==> src/rtl/edmx_pkg.sv <==
package edmx_pkg;

    localparam int NUM_TRIB   = 4;
    localparam int TSEL_W     = $clog2(NUM_TRIB);
    localparam int SET_W      = 2;
    localparam int AW_LEN     = 10;
    localparam logic [AW_LEN-1:0] ALIGN_WORD = 10'b1111010000;
    localparam int ALARM_OFF  = 10;
    localparam int NAT_OFF    = 11;
    localparam int CTL_LEN    = 4;
    localparam int JO_END     = 8;
    localparam int VOTE_MIN   = 2;

    typedef enum logic [1:0] {
        AL_SEARCH  = 2'd0,
        AL_CONFIRM = 2'd1,
        AL_LOCKED  = 2'd2
    } align_state_e;

    typedef enum logic [2:0] {
        BK_WORD  = 3'd0,
        BK_ALARM = 3'd1,
        BK_NAT   = 3'd2,
        BK_CTL   = 3'd3,
        BK_JO    = 3'd4,
        BK_DATA  = 3'd5
    } bit_kind_e;

endpackage

==> src/rtl/edmx_frame_pos.sv <==
module edmx_frame_pos
    import edmx_pkg::*;
#(
    parameter int SET_LEN_LO = 212,
    parameter int SET_LEN_HI = 384,
    parameter int OFF_W      = 9
) (
    input  logic              clk,
    input  logic              rst_n,
    input  logic              mode,
    input  logic              resync,
    output logic              word_end,
    output bit_kind_e         kind,
    output logic [TSEL_W-1:0] trib_sel
);

    typedef struct packed {
        logic [SET_W-1:0] set;
        logic [OFF_W-1:0] off;
    } pos_t;

    pos_t             pos_q;
    pos_t             pos_d;
    logic [OFF_W-1:0] last_off;

    always_comb begin
        last_off = mode ? OFF_W'(SET_LEN_HI - 1) : OFF_W'(SET_LEN_LO - 1);
        pos_d    = pos_q;
        if (resync) begin
            // the bit just seen closes the word, the next one is offset 10
            pos_d.set = '0;
            pos_d.off = OFF_W'(AW_LEN);
        end else if (pos_q.off >= last_off) begin
            pos_d.off = '0;
            pos_d.set = pos_q.set + 1'b1;
        end else begin
            pos_d.off = pos_q.off + 1'b1;
        end
    end

    always_ff @(posedge clk) begin
        if (!rst_n) begin
            pos_q <= '0;
        end else begin
            pos_q <= pos_d;
        end
    end

    always_comb begin
        kind = BK_DATA;
        if (pos_q.set == '0) begin
            if (pos_q.off < OFF_W'(AW_LEN)) begin
                kind = BK_WORD;
            end else if (pos_q.off == OFF_W'(ALARM_OFF)) begin
                kind = BK_ALARM;
            end else if (pos_q.off == OFF_W'(NAT_OFF)) begin
                kind = BK_NAT;
            end
        end else if (pos_q.off < OFF_W'(CTL_LEN)) begin
            kind = BK_CTL;
        end else if ((pos_q.set == '1) && (pos_q.off < OFF_W'(JO_END))) begin
            kind = BK_JO;
        end
    end

    assign word_end = (pos_q.set == '0) && (pos_q.off == OFF_W'(AW_LEN - 1));
    assign trib_sel = pos_q.off[TSEL_W-1:0];

endmodule

==> src/rtl/edmx_align.sv <==
module edmx_align
    import edmx_pkg::*;
#(
    parameter int CONFIRM_FRAMES = 3,
    parameter int LOSS_FRAMES    = 4
) (
    input  logic clk,
    input  logic rst_n,
    input  logic din,
    input  logic word_end,
    output logic locked,
    output logic resync
);

    localparam int CNT_MAX = (CONFIRM_FRAMES > LOSS_FRAMES) ? CONFIRM_FRAMES : LOSS_FRAMES;
    localparam int CNT_W   = $clog2(CNT_MAX + 1);
    localparam logic [CNT_W-1:0] CONF_LAST = CNT_W'(CONFIRM_FRAMES - 1);
    localparam logic [CNT_W-1:0] LOSS_LAST = CNT_W'(LOSS_FRAMES - 1);

    typedef struct packed {
        align_state_e      st;
        logic [AW_LEN-1:0] sr;
        logic [CNT_W-1:0]  cnt;
    } align_t;

    align_t            al_q;
    align_t            al_d;
    logic [AW_LEN-1:0] sr_next;
    logic              hit;

    always_comb begin
        sr_next = {al_q.sr[AW_LEN-2:0], din};
        hit     = (sr_next == ALIGN_WORD);
        al_d    = al_q;
        al_d.sr = sr_next;
        resync  = 1'b0;
        case (al_q.st)
            AL_SEARCH: begin
                if (hit) begin
                    resync    = 1'b1;
                    al_d.st   = AL_CONFIRM;
                    al_d.cnt  = CNT_W'(1);
                end
            end
            AL_CONFIRM: begin
                if (word_end) begin
                    if (!hit) begin
                        al_d.st  = AL_SEARCH;
                        al_d.cnt = '0;
                    end else if (al_q.cnt >= CONF_LAST) begin
                        al_d.st  = AL_LOCKED;
                        al_d.cnt = '0;
                    end else begin
                        al_d.cnt = al_q.cnt + 1'b1;
                    end
                end
            end
            AL_LOCKED: begin
                if (word_end) begin
                    if (hit) begin
                        al_d.cnt = '0;
                    end else if (al_q.cnt >= LOSS_LAST) begin
                        al_d.st  = AL_SEARCH;
                        al_d.cnt = '0;
                    end else begin
                        al_d.cnt = al_q.cnt + 1'b1;
                    end
                end
            end
            default: begin
                al_d.st  = AL_SEARCH;
                al_d.cnt = '0;
            end
        endcase
    end

    always_ff @(posedge clk) begin
        if (!rst_n) begin
            al_q <= '{st: AL_SEARCH, sr: '0, cnt: '0};
        end else begin
            al_q <= al_d;
        end
    end

    assign locked = (al_q.st == AL_LOCKED);

endmodule

==> src/rtl/edmx_trib_route.sv <==
module edmx_trib_route
    import edmx_pkg::*;
(
    input  logic                clk,
    input  logic                rst_n,
    input  logic                din,
    input  logic                locked,
    input  bit_kind_e           kind,
    input  logic [TSEL_W-1:0]   trib_sel,
    output logic [NUM_TRIB-1:0] trib_clk,
    output logic [NUM_TRIB-1:0] trib_data,
    output logic                rx_alarm,
    output logic                rx_national,
    output logic [NUM_TRIB-1:0] rx_jflags
);

    typedef struct packed {
        logic [NUM_TRIB-1:0][1:0] votes;
        logic [NUM_TRIB-1:0]      tclk;
        logic [NUM_TRIB-1:0]      tdat;
        logic                     alarm;
        logic                     nat;
        logic [NUM_TRIB-1:0]      jflags;
    } route_t;

    route_t rt_q;
    route_t rt_d;

    always_comb begin
        rt_d      = rt_q;
        rt_d.tclk = '0;
        case (kind)
            BK_WORD: begin
                rt_d.votes = '0;
            end
            BK_ALARM: begin
                if (locked) rt_d.alarm = din;
            end
            BK_NAT: begin
                if (locked) rt_d.nat = din;
            end
            BK_CTL: begin
                for (int t = 0; t < NUM_TRIB; t++) begin
                    if ((trib_sel == TSEL_W'(t)) && din && (rt_q.votes[t] != 2'd3)) begin
                        rt_d.votes[t] = rt_q.votes[t] + 2'd1;
                    end
                end
            end
            BK_JO: begin
                for (int t = 0; t < NUM_TRIB; t++) begin
                    if ((trib_sel == TSEL_W'(t)) && locked) begin
                        rt_d.jflags[t] = din;
                        if (rt_q.votes[t] < 2'(VOTE_MIN)) begin
                            rt_d.tclk[t] = 1'b1;
                            rt_d.tdat[t] = din;
                        end
                    end
                end
            end
            default: begin
                for (int t = 0; t < NUM_TRIB; t++) begin
                    if ((trib_sel == TSEL_W'(t)) && locked) begin
                        rt_d.tclk[t] = 1'b1;
                        rt_d.tdat[t] = din;
                    end
                end
            end
        endcase
    end

    always_ff @(posedge clk) begin
        if (!rst_n) begin
            rt_q <= '0;
        end else begin
            rt_q <= rt_d;
        end
    end

    assign trib_clk    = rt_q.tclk;
    assign trib_data   = rt_q.tdat;
    assign rx_alarm    = rt_q.alarm;
    assign rx_national = rt_q.nat;
    assign rx_jflags   = rt_q.jflags;

endmodule

==> src/rtl/edmx_demux.sv <==
module edmx_demux
    import edmx_pkg::*;
#(
    parameter int SET_LEN_LO     = 212,
    parameter int SET_LEN_HI     = 384,
    parameter int CONFIRM_FRAMES = 3,
    parameter int LOSS_FRAMES    = 4
) (
    input  logic                clk,
    input  logic                rst_n,
    input  logic                mode,
    input  logic                din,
    output logic                locked,
    output logic [NUM_TRIB-1:0] trib_clk,
    output logic [NUM_TRIB-1:0] trib_data,
    output logic                rx_alarm,
    output logic                rx_national,
    output logic [NUM_TRIB-1:0] rx_jflags
);

    localparam int SET_MAX = (SET_LEN_HI > SET_LEN_LO) ? SET_LEN_HI : SET_LEN_LO;
    localparam int OFF_W   = $clog2(SET_MAX);

    logic              resync_w;
    logic              word_end_w;
    logic              locked_w;
    bit_kind_e         kind_w;
    logic [TSEL_W-1:0] tsel_w;

    edmx_frame_pos #(
        .SET_LEN_LO (SET_LEN_LO),
        .SET_LEN_HI (SET_LEN_HI),
        .OFF_W      (OFF_W)
    ) pos_i (
        .clk      (clk),
        .rst_n    (rst_n),
        .mode     (mode),
        .resync   (resync_w),
        .word_end (word_end_w),
        .kind     (kind_w),
        .trib_sel (tsel_w)
    );

    edmx_align #(
        .CONFIRM_FRAMES (CONFIRM_FRAMES),
        .LOSS_FRAMES    (LOSS_FRAMES)
    ) align_i (
        .clk      (clk),
        .rst_n    (rst_n),
        .din      (din),
        .word_end (word_end_w),
        .locked   (locked_w),
        .resync   (resync_w)
    );

    edmx_trib_route route_i (
        .clk         (clk),
        .rst_n       (rst_n),
        .din         (din),
        .locked      (locked_w),
        .kind        (kind_w),
        .trib_sel    (tsel_w),
        .trib_clk    (trib_clk),
        .trib_data   (trib_data),
        .rx_alarm    (rx_alarm),
        .rx_national (rx_national),
        .rx_jflags   (rx_jflags)
    );

    assign locked = locked_w;

endmodule

==> config.mk <==
export PLATFORM = sky130hd
export DESIGN_NAME = edmx_demux
export DESIGN_NICKNAME = d
export VERILOG_FILES = /design/src/rtl/edmx_pkg.sv /design/src/rtl/edmx_frame_pos.sv /design/src/rtl/edmx_align.sv /design/src/rtl/edmx_trib_route.sv /design/src/rtl/edmx_demux.sv
export SDC_FILE = /design/constraint.sdc
export NUM_CORES = 1
export LEC_CHECK = 0
export BUFFER_PORTS_ARGS = -buffer_cell sky130_fd_sc_hd__buf_2
export CORE_ASPECT_RATIO = 0.7
export CORE_MARGIN = 2
export CORE_UTILIZATION = 41
export DETAILED_ROUTE_END_ITERATION = 8
export PLACE_DENSITY = 0.69
export SLEW_MARGIN = 25
export SYNTH_ARGS = -nofsm -noshare
export SYNTH_HDL_FRONTEND = slang
export SYNTH_SLANG_ARGS = --single-unit
==> constraint.sdc <==
create_clock -name clk -period 3.92 [get_ports clk]
set_input_delay 0.196 -clock clk [delete_from_list [all_inputs] [get_ports clk]]
set_output_delay 0.196 -clock clk [all_outputs]
set_load 0.05 [all_outputs]
==> summary.md, run 1 <==
| Metric | Value |
|---|---|
| Skew final | 9.91 ps |
| Min-Delay Path Class | in2reg |
| P per Cell Area | 296 nW/um2 |
| Area share of the largest cell type after synthesis | 35.7% |
| Syn Area/Cell | 9.29 um2 |
| Reg area | 941 um2 |
| Clk sinks | 47 |
| CTS tree | done |
| Main flop type after synthesis | dfxtp_1 |
| Starting Density | 42.4% |
| WS Path Type | reg2reg |
| Worst Setup End Kind | flip-flop |
| Total CTS buffers | 5 |
| Peak Freq | 440 MHz |
| H-tree depth | 2 |
| Startpoint Class | flip-flop |
| Worst-Skew Late Latency | 290 ps |
| Num ports | 19 |
| R2R depth | 6 |
| Post-CTS Setup Inserts | 0 |
| Vias in the first global route | 1,846 |
| Final Hold Viols | 0 |
| Pwr Total | 0.817 mW |
| Remaining Overflow, GRT | 0 |
| EDFF count, synth | 0 |
| # hold bufs at CTS | 0 |
| Layout cell share with drive strength beyond 1 | 16.4% |
| CTS Root Cell | clkbuf_8 |
| First-pass GRT wire length | 8.85 mm |
| Remaining antenna violation count | 0 |
| Leak pwr | 1.06 nW |
| Peak VDD IR | 0.000142 V |
| Finish-stage setup viols | 0 |
| Synthesized instance count | 284 |
| Tcrit/Tclk final | 57.9% |
| Area grow syn2layout | 4.51% |
| Top cells by area, synth | dfxtp_1 (36%), ha_1 (8.5%), mux2i_1 (5.3%), nand2_1 (4.1%), buf_4 (3.4%) |
| RSZ-0062 raised after global routing | false |
| Slew Limit Fails | 0 |
| Worst Path Max Fanout | 9 |
| Critical path's largest stage delay | 470 ps |
| Critical path cell sequence | ha_1 -> and3_4 -> o211ai_4 -> nand2_4 -> a2111oi_2 -> mux2i_1 |
| WP data arrival | 2490 ps |
| Flip-flop and latch count after synthesis | 47 |
| Core area | 6220 um2 |
| Ys Warns | 0 |
| Port Buffers | 18 |
| Minimum clock period | 2270 ps |
| Status | complete, no violations |
| DR iter-0 viols | 142 |
| Crit path required time | 4140 ps |
| Vias per cell | 5.45 |
| Synthesized Nets | 306 |
| Diodes inserted | 0 |
| Site Rows | 24 |
| Residual DRC | 0 |
| Worst hold path cell count | 4 |
| Multi-input gate area | 1480 um2 |
| Netlist cell types | 55 |
| Largest area contributor in the netlist | dfxtp_1 |
| Count leader, synth | dfxtp_1 |
| DIE WIDTH | 99.9 um |
| Die Span Y | 71.1 um |
| Final #Nets | 307 |
| Gpl congestion | 0.884 |
| Total GRT Usage | 15.4% |
| Top cells by count, synth | dfxtp_1 (47), nand2_1 (29), ha_1 (18) |
| Slew HR | 31.9% |
| # resized after CTS | 0 |
| Netlist Area Pre-Place | 2640 um2 |
| DR WL/cell | 14.5 um |
| Via count | 1,985 |
| Initial antenna violation count | 0 |
| Pin count of the biggest net entering global routing | 45 |
| Tightest Pin Transition | 1020 ps |
| Fillers | 603 |
| Clock-pin slew on the worst setup and hold paths | 90 ps |
| Die Area | 7100 um2 |
| Drt first pass iters | 4 |
| DP HPWL | 3.84 mm |
| Setup_tns | 0 ps |
| Max clock buf depth | 2 |
| Max_cap viols | 0 |
| Routed WL | 5.27 mm |
| Register area share after synthesis | 35.7% |
| Ys async rst share | 0% |
| Crit path max-delay cell type | a2111oi_2 |
==> placed cells by master, fill, tap and decap left out, types with 2 or more instances in the layout <==
| cell | netlist | routed |
|---|---|---|
| a2111oi_2 | 4 | 4 |
| o22ai_1 | 2 | 2 |
| o21ai_0 | 7 | 7 |
| nand3_1 | 12 | 12 |
| o21a_1 | 3 | 3 |
| o32ai_1 | 4 | 4 |
| clkbuf_8 | 0 | 5 |
| nor3_1 | 5 | 5 |
| a31oi_1 | 3 | 3 |
| nor4b_2 | 4 | 4 |
| nor4_2 | 2 | 2 |
| and3_1 | 5 | 5 |
| buf_2 | 3 | 18 |
| mux2i_1 | 14 | 14 |
| ha_1 | 18 | 18 |
| nand2b_1 | 5 | 5 |
| nand3b_1 | 2 | 2 |
| xnor2_1 | 7 | 7 |
| a21oi_1 | 6 | 6 |
| o2111ai_1 | 2 | 2 |
| a211o_1 | 2 | 2 |
| inv_1 | 16 | 16 |
| nor2_1 | 17 | 17 |
| nor4_1 | 3 | 3 |
| dfxtp_1 | 47 | 47 |
| a211oi_1 | 2 | 2 |
| and4_1 | 6 | 6 |
| and2_1 | 9 | 9 |
| nand2_1 | 29 | 29 |
==> worst max-delay path, delay by kind of cell, from the launching register on <==
| kind | cells | cell delay (ps) |
|---|---|---|
| compound gates | 2 | 820 |
| flops | 1 | 380 |
| fa+ha+maj | 1 | 350 |
| mux | 1 | 230 |
| simple gates | 2 | 410 |
==> sequential cells by signal, summed over array words and instances (netlist names) <==
name                 flops
align_i.al_d             9
align_i.al_q             5
pos_i.pos_q              9
pos_i.trib_sel           2
route_i.rt_q             8
route_i.rx_alarm         1
route_i.rx_jflags        4
route_i.rx_national      1
route_i.trib_clk         4
route_i.trib_data        4
==> power breakdown <==
part,switching (mW),internal [mW],total (mW)
clock,0.159,0.125,0.284
combinational,0.0325,0.0128,0.0453
sequential,0.00656,0.481,0.488
==> path summary, 6_finish.rpt <==
kind	start	to	slack, ps
setup / recovery	pos_i.trib_sel[0]	route_i.trib_data[2]	1650
hold / removal	din	route_i.rt_q[14]	350
setup reg to reg	pos_i.trib_sel[0]	route_i.trib_data[2]	1650
hold reg to reg	align_i.al_d[10]	align_i.al_d[11]	460
==> per-layer routing <==
layer,routed length [um],track usage (%),up-vias
met5,0,0,-
met4,36,3.81,0
met3,377,4.25,4
met2,2220,22.7,59
met1,2640,22.2,921
li1,-,-,1001
==> layout make-up <==
type | count | area share, %
Multi-Input combinational cell | 196 | 53.7
Sequential cell | 47 | 34.1
Tap cell | 78 | 3.54
Timing Repair Buffer | 18 | 3.27
Clock buffer | 6 | 2.63
Inverter | 17 | 2.32
Clock inverter | 2 | 0.454
==> through the flow <==
| step | hold slack (ps) | std cells | setup WS (ps) | utilization [%] | cell area, um2 |
|---|---|---|---|---|---|
| 2_1_floorplan | 359 | 284 | 1940 | - | 2640 |
| 3_3_place_gp | 430 | 356 | 1730 | 43.0 | 2670 |
| 3_5_place_dp | 437 | 356 | 1670 | 43.0 | 2670 |
| 4_1_cts | 343 | 364 | 1660 | 44.3 | 2760 |
| 5_1_grt | 360 | 364 | 1510 | 44.3 | 2760 |
| 6_report | 346 | 364 | 1650 | 44.3 | 2760 |
==> cell families after synthesis <==
kind of cell               Yosys count  synth area share, %
and+or+nand+nor                    111                 25.3
AOI/OAI and AO/OA                   45                 14.3
buffers and inverters               41                 8.25
DFF                                 47                 35.7
adders and majority gates           18                 8.54
muxes                               14                 5.31
xor gates and xnor gates             8                 2.66
Note: power is estimated with default switching activity, not from simulation.
==> run 2: changes to the inputs <==
clock period = 2.2 ns   (was 3.92 ns; I/O delays follow)
==> run 2 against run 1 <==
Effect of this change: worst hold slack worse by 160 ps; flip-flop and latch count unchanged; register-to-register slack worse by 1500 ps; count of clock-buffer cells in the layout unchanged; via count up 1.4%; maximum frequency up 10%; core utilization up 1.5 points; cell count up 2.5%; routed wire length up 2.6%; clock power up 110%; die area unchanged; critical endpoint is now route_i.rx_jflags[2]; largest power group unchanged; highest routed layer unchanged.
==> summary.md, run 2 (same netlist as run 1, synthesis figures left out) <==
| Metric | Value |
|---|---|
| Status | complete, no violations |
| Minimum clock period | 2060 ps |
| WP buf/inv | 0 |
| Total CTS buffers | 5 |
| Skew final | 4.68 ps |
| Slew Limit Fails | 0 |
| Finish-stage setup viols | 0 |
| Remaining antenna violation count | 0 |
| Remaining Overflow, GRT | 0 |
| # hold bufs at CTS | 0 |
| Vias in the first global route | 1,886 |
| CP Launch Point | pos_i.pos_q[4] |
| DIE WIDTH | 99.9 um |
| DR WL/cell | 14.5 um |
| Via count | 2,013 |
| Leak pwr | 1.12 nW |
| Critical path's top delay family | simple AND/OR/NAND/NOR gates |
| Die Area | 7100 um2 |
| Clock-pin slew on the worst setup and hold paths | 80 ps |
| Gpl congestion | 0.878 |
| Max_cap viols | 0 |
| Max clock buf depth | 2 |
| Setup_tns | 0 ps |
| Peak Freq | 485 MHz |
| Worst Path Max Fanout | 12 |
| Die Span Y | 71.1 um |
| CTS Root Cell | clkbuf_8 |
| Worst-Skew Late Latency | 290 ps |
| Final Hold Viols | 0 |
| Site Rows | 24 |
| Hold Crit Start | rst_n |
| Crit path max-delay cell type | nor3b_4 |
| Diodes inserted | 0 |
| Startpoint Class | flip-flop |
| Hold WS | 187 ps |
| RSZ-0062 raised after global routing | false |
| Fillers | 587 |
| Final #Nets | 317 |
| Reg2Reg Launch Point | pos_i.pos_q[4] |
| Critical path's largest stage delay | 580 ps |
| Starting Density | 42.4% |
| Tightest Pin Transition | 566 ps |
| Core area | 6220 um2 |
| Worst Setup End Kind | flip-flop |
| Slew HR | 62.3% |
| Port Buffers | 18 |
| Dpl ws | 145 ps |
| Critical path cell sequence | nor4_4 -> nor3b_4 -> nor4b_2 -> mux2i_1 |
| Most frequent cells in the layout | dfxtp_1 (47), nand2_1 (29), ha_1 (18), buf_2 (18), nor2_1 (17) |
| P per Cell Area | 549 nW/um2 |
| Multi-input gate area | 1480 um2 |
| Reg area | 941 um2 |
| Drt first pass iters | 4 |
| Routed WL | 5.41 mm |
| Initial antenna violation count | 0 |
| Residual DRC | 0 |
| Area grow syn2layout | 8.06% |
| H-tree depth | 2 |
| Min-Delay Path Class | in2reg |
| CTS tree | done |
| Total GRT Usage | 16.3% |
| WS Path Type | reg2reg |
| DR iter-0 viols | 183 |
| Pin count of the biggest net entering global routing | 30 |
| First-pass GRT wire length | 9.31 mm |
| Crit path required time | 2420 ps |
| Final WS setup | 140 ps |
| Clk sinks | 47 |
| Vias per cell | 5.40 |
| Num ports | 19 |
| Layout cell share with drive strength beyond 1 | 19.0% |
| WP data arrival | 2280 ps |
| DP HPWL | 4.01 mm |
| Peak VDD IR | 0.000350 V |
| Pwr Total | 1.56 mW |
| Tcrit/Tclk final | 93.6% |
| Most common cell after layout, fill and taps aside | dfxtp_1 |
run 2: changes by cell type in the layout (fill, tap and decap cells not counted):
cell | previous run | this run
buf_4 | 0 | 10
a2111oi_0 | 1 | 0
a2111oi_1 | 0 | 1
bufinv_16 | 0 | 1
clkinv_2 | 1 | 0
clkinvlp_4 | 1 | 0
run 2: power breakdown:
group          switching [mW]  total [mW]  internal, mW
clock                   0.275       0.608         0.333
combinational          0.0605      0.0858        0.0253
sequential             0.0129       0.870         0.858
run 2: area by class of cell:
class                           instances  area share (%)
Clock buffer                            6            2.55
Clock inverter                          1            1.05
Inverter                               17            2.24
Multi-Input combinational cell        196            51.9
Sequential cell                        47            33.0
Tap cell                               78            3.42
Timing Repair Buffer                   28            5.79
run 2: what timing repair did:
action	CTS	global route
setup endpoints to repair	0	1
setup buffers	0	0
resized for setup	0	1
run 2: final timing paths:
path	slack, ps	cells past startpoint	end
setup reg to reg	140	4	route_i.rx_jflags[2]
hold reg to reg	450	1	align_i.al_d[10]
hold / removal	190	2	align_i.al_q[1]
setup / recovery	140	4	route_i.rx_jflags[2]
run 2: per-layer routing:
layer / track usage (%) / share of wire, % / wire (um) / vias to the layer above
met5: 0 / 0 / 0 / -
met4: 3.65 / 0.81 / 44 / 0
met3: 3.36 / 5.3 / 286 / 5
met2: 23.2 / 42 / 2250 / 46
met1: 25.1 / 52 / 2830 / 942
li1: - / - / - / 1020
run 2: worst reg2reg max path, delay by kind of cell (launching register included):
| kind | cells | cell delay [ps] |
|---|---|---|
| and+or+nand+nor | 3 | 1400 |
| DFF | 1 | 380 |
| muxes | 1 | 210 |
run 2: per-stage QoR:
step,std cells,instance area (um2),util [%]
CTS,373,2850,45.8
floorplan,284,2640,-
finish,373,2850,45.9
global placement,366,2750,44.2
detailed placement,366,2750,44.2
global route,373,2850,45.9
==> run 3: changes to the inputs <==
REMOVE_ABC_BUFFERS = 1   (was default)
==> run 3 against run 2 <==
Effect of this change: core utilization grew 0.54 points; flip-flop and latch count is the same; first-iteration DRC count grew 10%; worst hold slack improved by 78 ps; critical path type unchanged; largest cell class unchanged; largest power group unchanged.
==> summary.md, run 3 (same netlist as run 1, synthesis figures left out) <==
| Metric | Value |
|---|---|
| Status | complete, no violations |
| DP HPWL | 4.03 mm |
| Worst hold path cell count | 4 |
| Setup_tns | 0 ps |
| Fillers | 596 |
| Clock power share | 38.9% |
| DIE WIDTH | 99.9 um |
| Vias per cell | 5.31 |
| Vias in the first global route | 1,883 |
| Via count | 1,996 |
| Clk sinks | 47 |
| Int Pwr | 1.22 mW |
| Die Span Y | 71.1 um |
| Peak Freq | 494 MHz |
| Layout cell share with drive strength beyond 1 | 19.8% |
| Final #Nets | 320 |
| R2R depth | 7 |
| DR WL/cell | 14.5 um |
| Die Area | 7100 um2 |
| CTS Root Cell | clkbuf_8 |
| # resized after CTS | 0 |
| Starting Density | 42.4% |
| H-tree depth | 2 |
| Reg area | 941 um2 |
| Tcrit/Tclk final | 92.0% |
| Max_cap viols | 0 |
| Worst Setup End Kind | flip-flop |
| P per Cell Area | 543 nW/um2 |
| First-pass GRT wire length | 9.06 mm |
| DR iter-0 viols | 202 |
| Slew Limit Fails | 0 |
| Psw | 0.349 mW |
| Dpl ws | 182 ps |
| Slew HR | 63.8% |
| Combinational share of power | 5.6% |
| Peak VDD IR | 0.000263 V |
| Pin count of the biggest net entering global routing | 29 |
| Remaining Overflow, GRT | 0 |
| Clock-pin slew on the worst setup and hold paths | 90 ps |
| Gpl congestion | 0.830 |
| Hold endpoint | route_i.rt_q[15] |
| Routed WL | 5.44 mm |
| Crit path required time | 2430 ps |
| Startpoint Class | flip-flop |
| Seq pwr share | 55.4% |
| Site Rows | 24 |
| Tightest Pin Transition | 530 ps |
| Total GRT Usage | 16.3% |
| Hold Crit Start | din |
| Core area | 6220 um2 |
| Drt first pass iters | 5 |
| Worst Path Max Fanout | 10 |
| Total CTS buffers | 5 |
| Finish-stage setup viols | 0 |
| Num ports | 19 |
| Reg2Reg Launch Point | pos_i.pos_q[3] |
| Multi-input gate area | 1480 um2 |
| Port Buffers | 18 |
| Worst flop-to-flop path endpoint | route_i.trib_data[0] |
| Worst-Skew Late Latency | 300 ps |
| Final Hold Viols | 0 |
| Sw Share | 22.3% |
| WP data arrival | 2260 ps |
| Most common cell after layout, fill and taps aside | dfxtp_1 |
| Leak pwr | 1.14 nW |
| Minimum clock period | 2020 ps |
| Most frequent cells in the layout | dfxtp_1 (47), nand2_1 (29), ha_1 (18), buf_2 (18), nor2_1 (17) |
| Skew final | 9.12 ps |
| Layout Utilization | 46.4% |
| Min-Delay Path Class | in2reg |
| WS Path Type | reg2reg |
| RSZ-0062 raised after global routing | false |
| Final WS setup | 176 ps |
| Residual DRC | 0 |
| Area grow syn2layout | 9.35% |
| Initial antenna violation count | 0 |
| CTS tree | done |
| Max clock buf depth | 2 |
| FF-to-FF setup slack | 180 ps |
| Diodes inserted | 0 |
| Remaining antenna violation count | 0 |
==> run 3: changes by cell type in the layout (fill, tap and decap cells not counted) <==
| cell | change |
|---|---|
| a2111oi_0 | +1 |
| a2111oi_1 | -1 |
| buf_12 | +1 |
| buf_4 | +2 |
==> run 3: repair_timing <==
action	4_1_cts	5_1_grt
hold buffers	0	0
setup buffers	0	2
endpoints found under the setup margin	0	1
==> run 3: power by group through the flow <==
| stage | Sequential (mW) | Clock, mW | Combinational (mW) |
|---|---|---|---|
| floorplan | 0.887 | 0 | 0.0491 |
| global placement | 0.888 | 0 | 0.0863 |
| detailed placement | 0.888 | 0 | 0.0877 |
| CTS | 0.868 | 0.639 | 0.0879 |
| global route | 0.870 | 0.666 | 0.0999 |
| finish | 0.868 | 0.610 | 0.0882 |
==> run 3: critical path: stages (launching register included) <==
cell,delay [ps]
dfxtp_1,500
nand2b_1,150
o21ai_1,330
nor3b_4,90
buf_12,150
buf_4,140
a2111oi_2,390
mux2i_1,210
==> run 3: worst max-delay path by stage <==
stage | start | endpoint | slack [ps] | cells after the start
global route | pos_i.pos_q[9] | route_i.trib_data[0] | 30 | 8
global placement | pos_i.pos_q[4] | route_i.rx_jflags[1] | 240 | 4
floorplan | pos_i.trib_sel[0] | route_i.trib_data[0] | 250 | 6
CTS | pos_i.pos_q[9] | route_i.trib_data[1] | 170 | 7
detailed placement | pos_i.pos_q[9] | route_i.trib_data[1] | 180 | 7
finish | pos_i.pos_q[3] | route_i.trib_data[0] | 180 | 7
==> run 3: final cells by class <==
type                    instances  area share [%]
clock buffers                   6            2.52
clock inverters                 1            1.04
inverters                      17            2.21
multi-input cells             196            51.3
flip-flops and latches         47            32.6
well taps                      78            3.38
repair buffers                 31            6.94
==> run 3: layer usage <==
| layer | vias to the layer above | wire [um] | GRT usage (%) |
|---|---|---|---|
| met3 | 5 | 256 | 4.15 |
| met5 | - | 0 | 0 |
| met1 | 929 | 2750 | 22.8 |
| met4 | 0 | 67 | 6.54 |
| li1 | 1023 | - | - |
| met2 | 39 | 2370 | 24.0 |
==> run 3: through the flow <==
stage	instance area [um2]	instances	hold slack [ps]	power, mW
2_1_floorplan	2480	260	219	0.936
3_3_place_gp	2750	367	431	0.974
3_5_place_dp	2750	367	437	0.976
4_1_cts	2860	374	249	1.59
5_1_grt	2880	376	284	1.64
6_report	2880	376	265	1.57
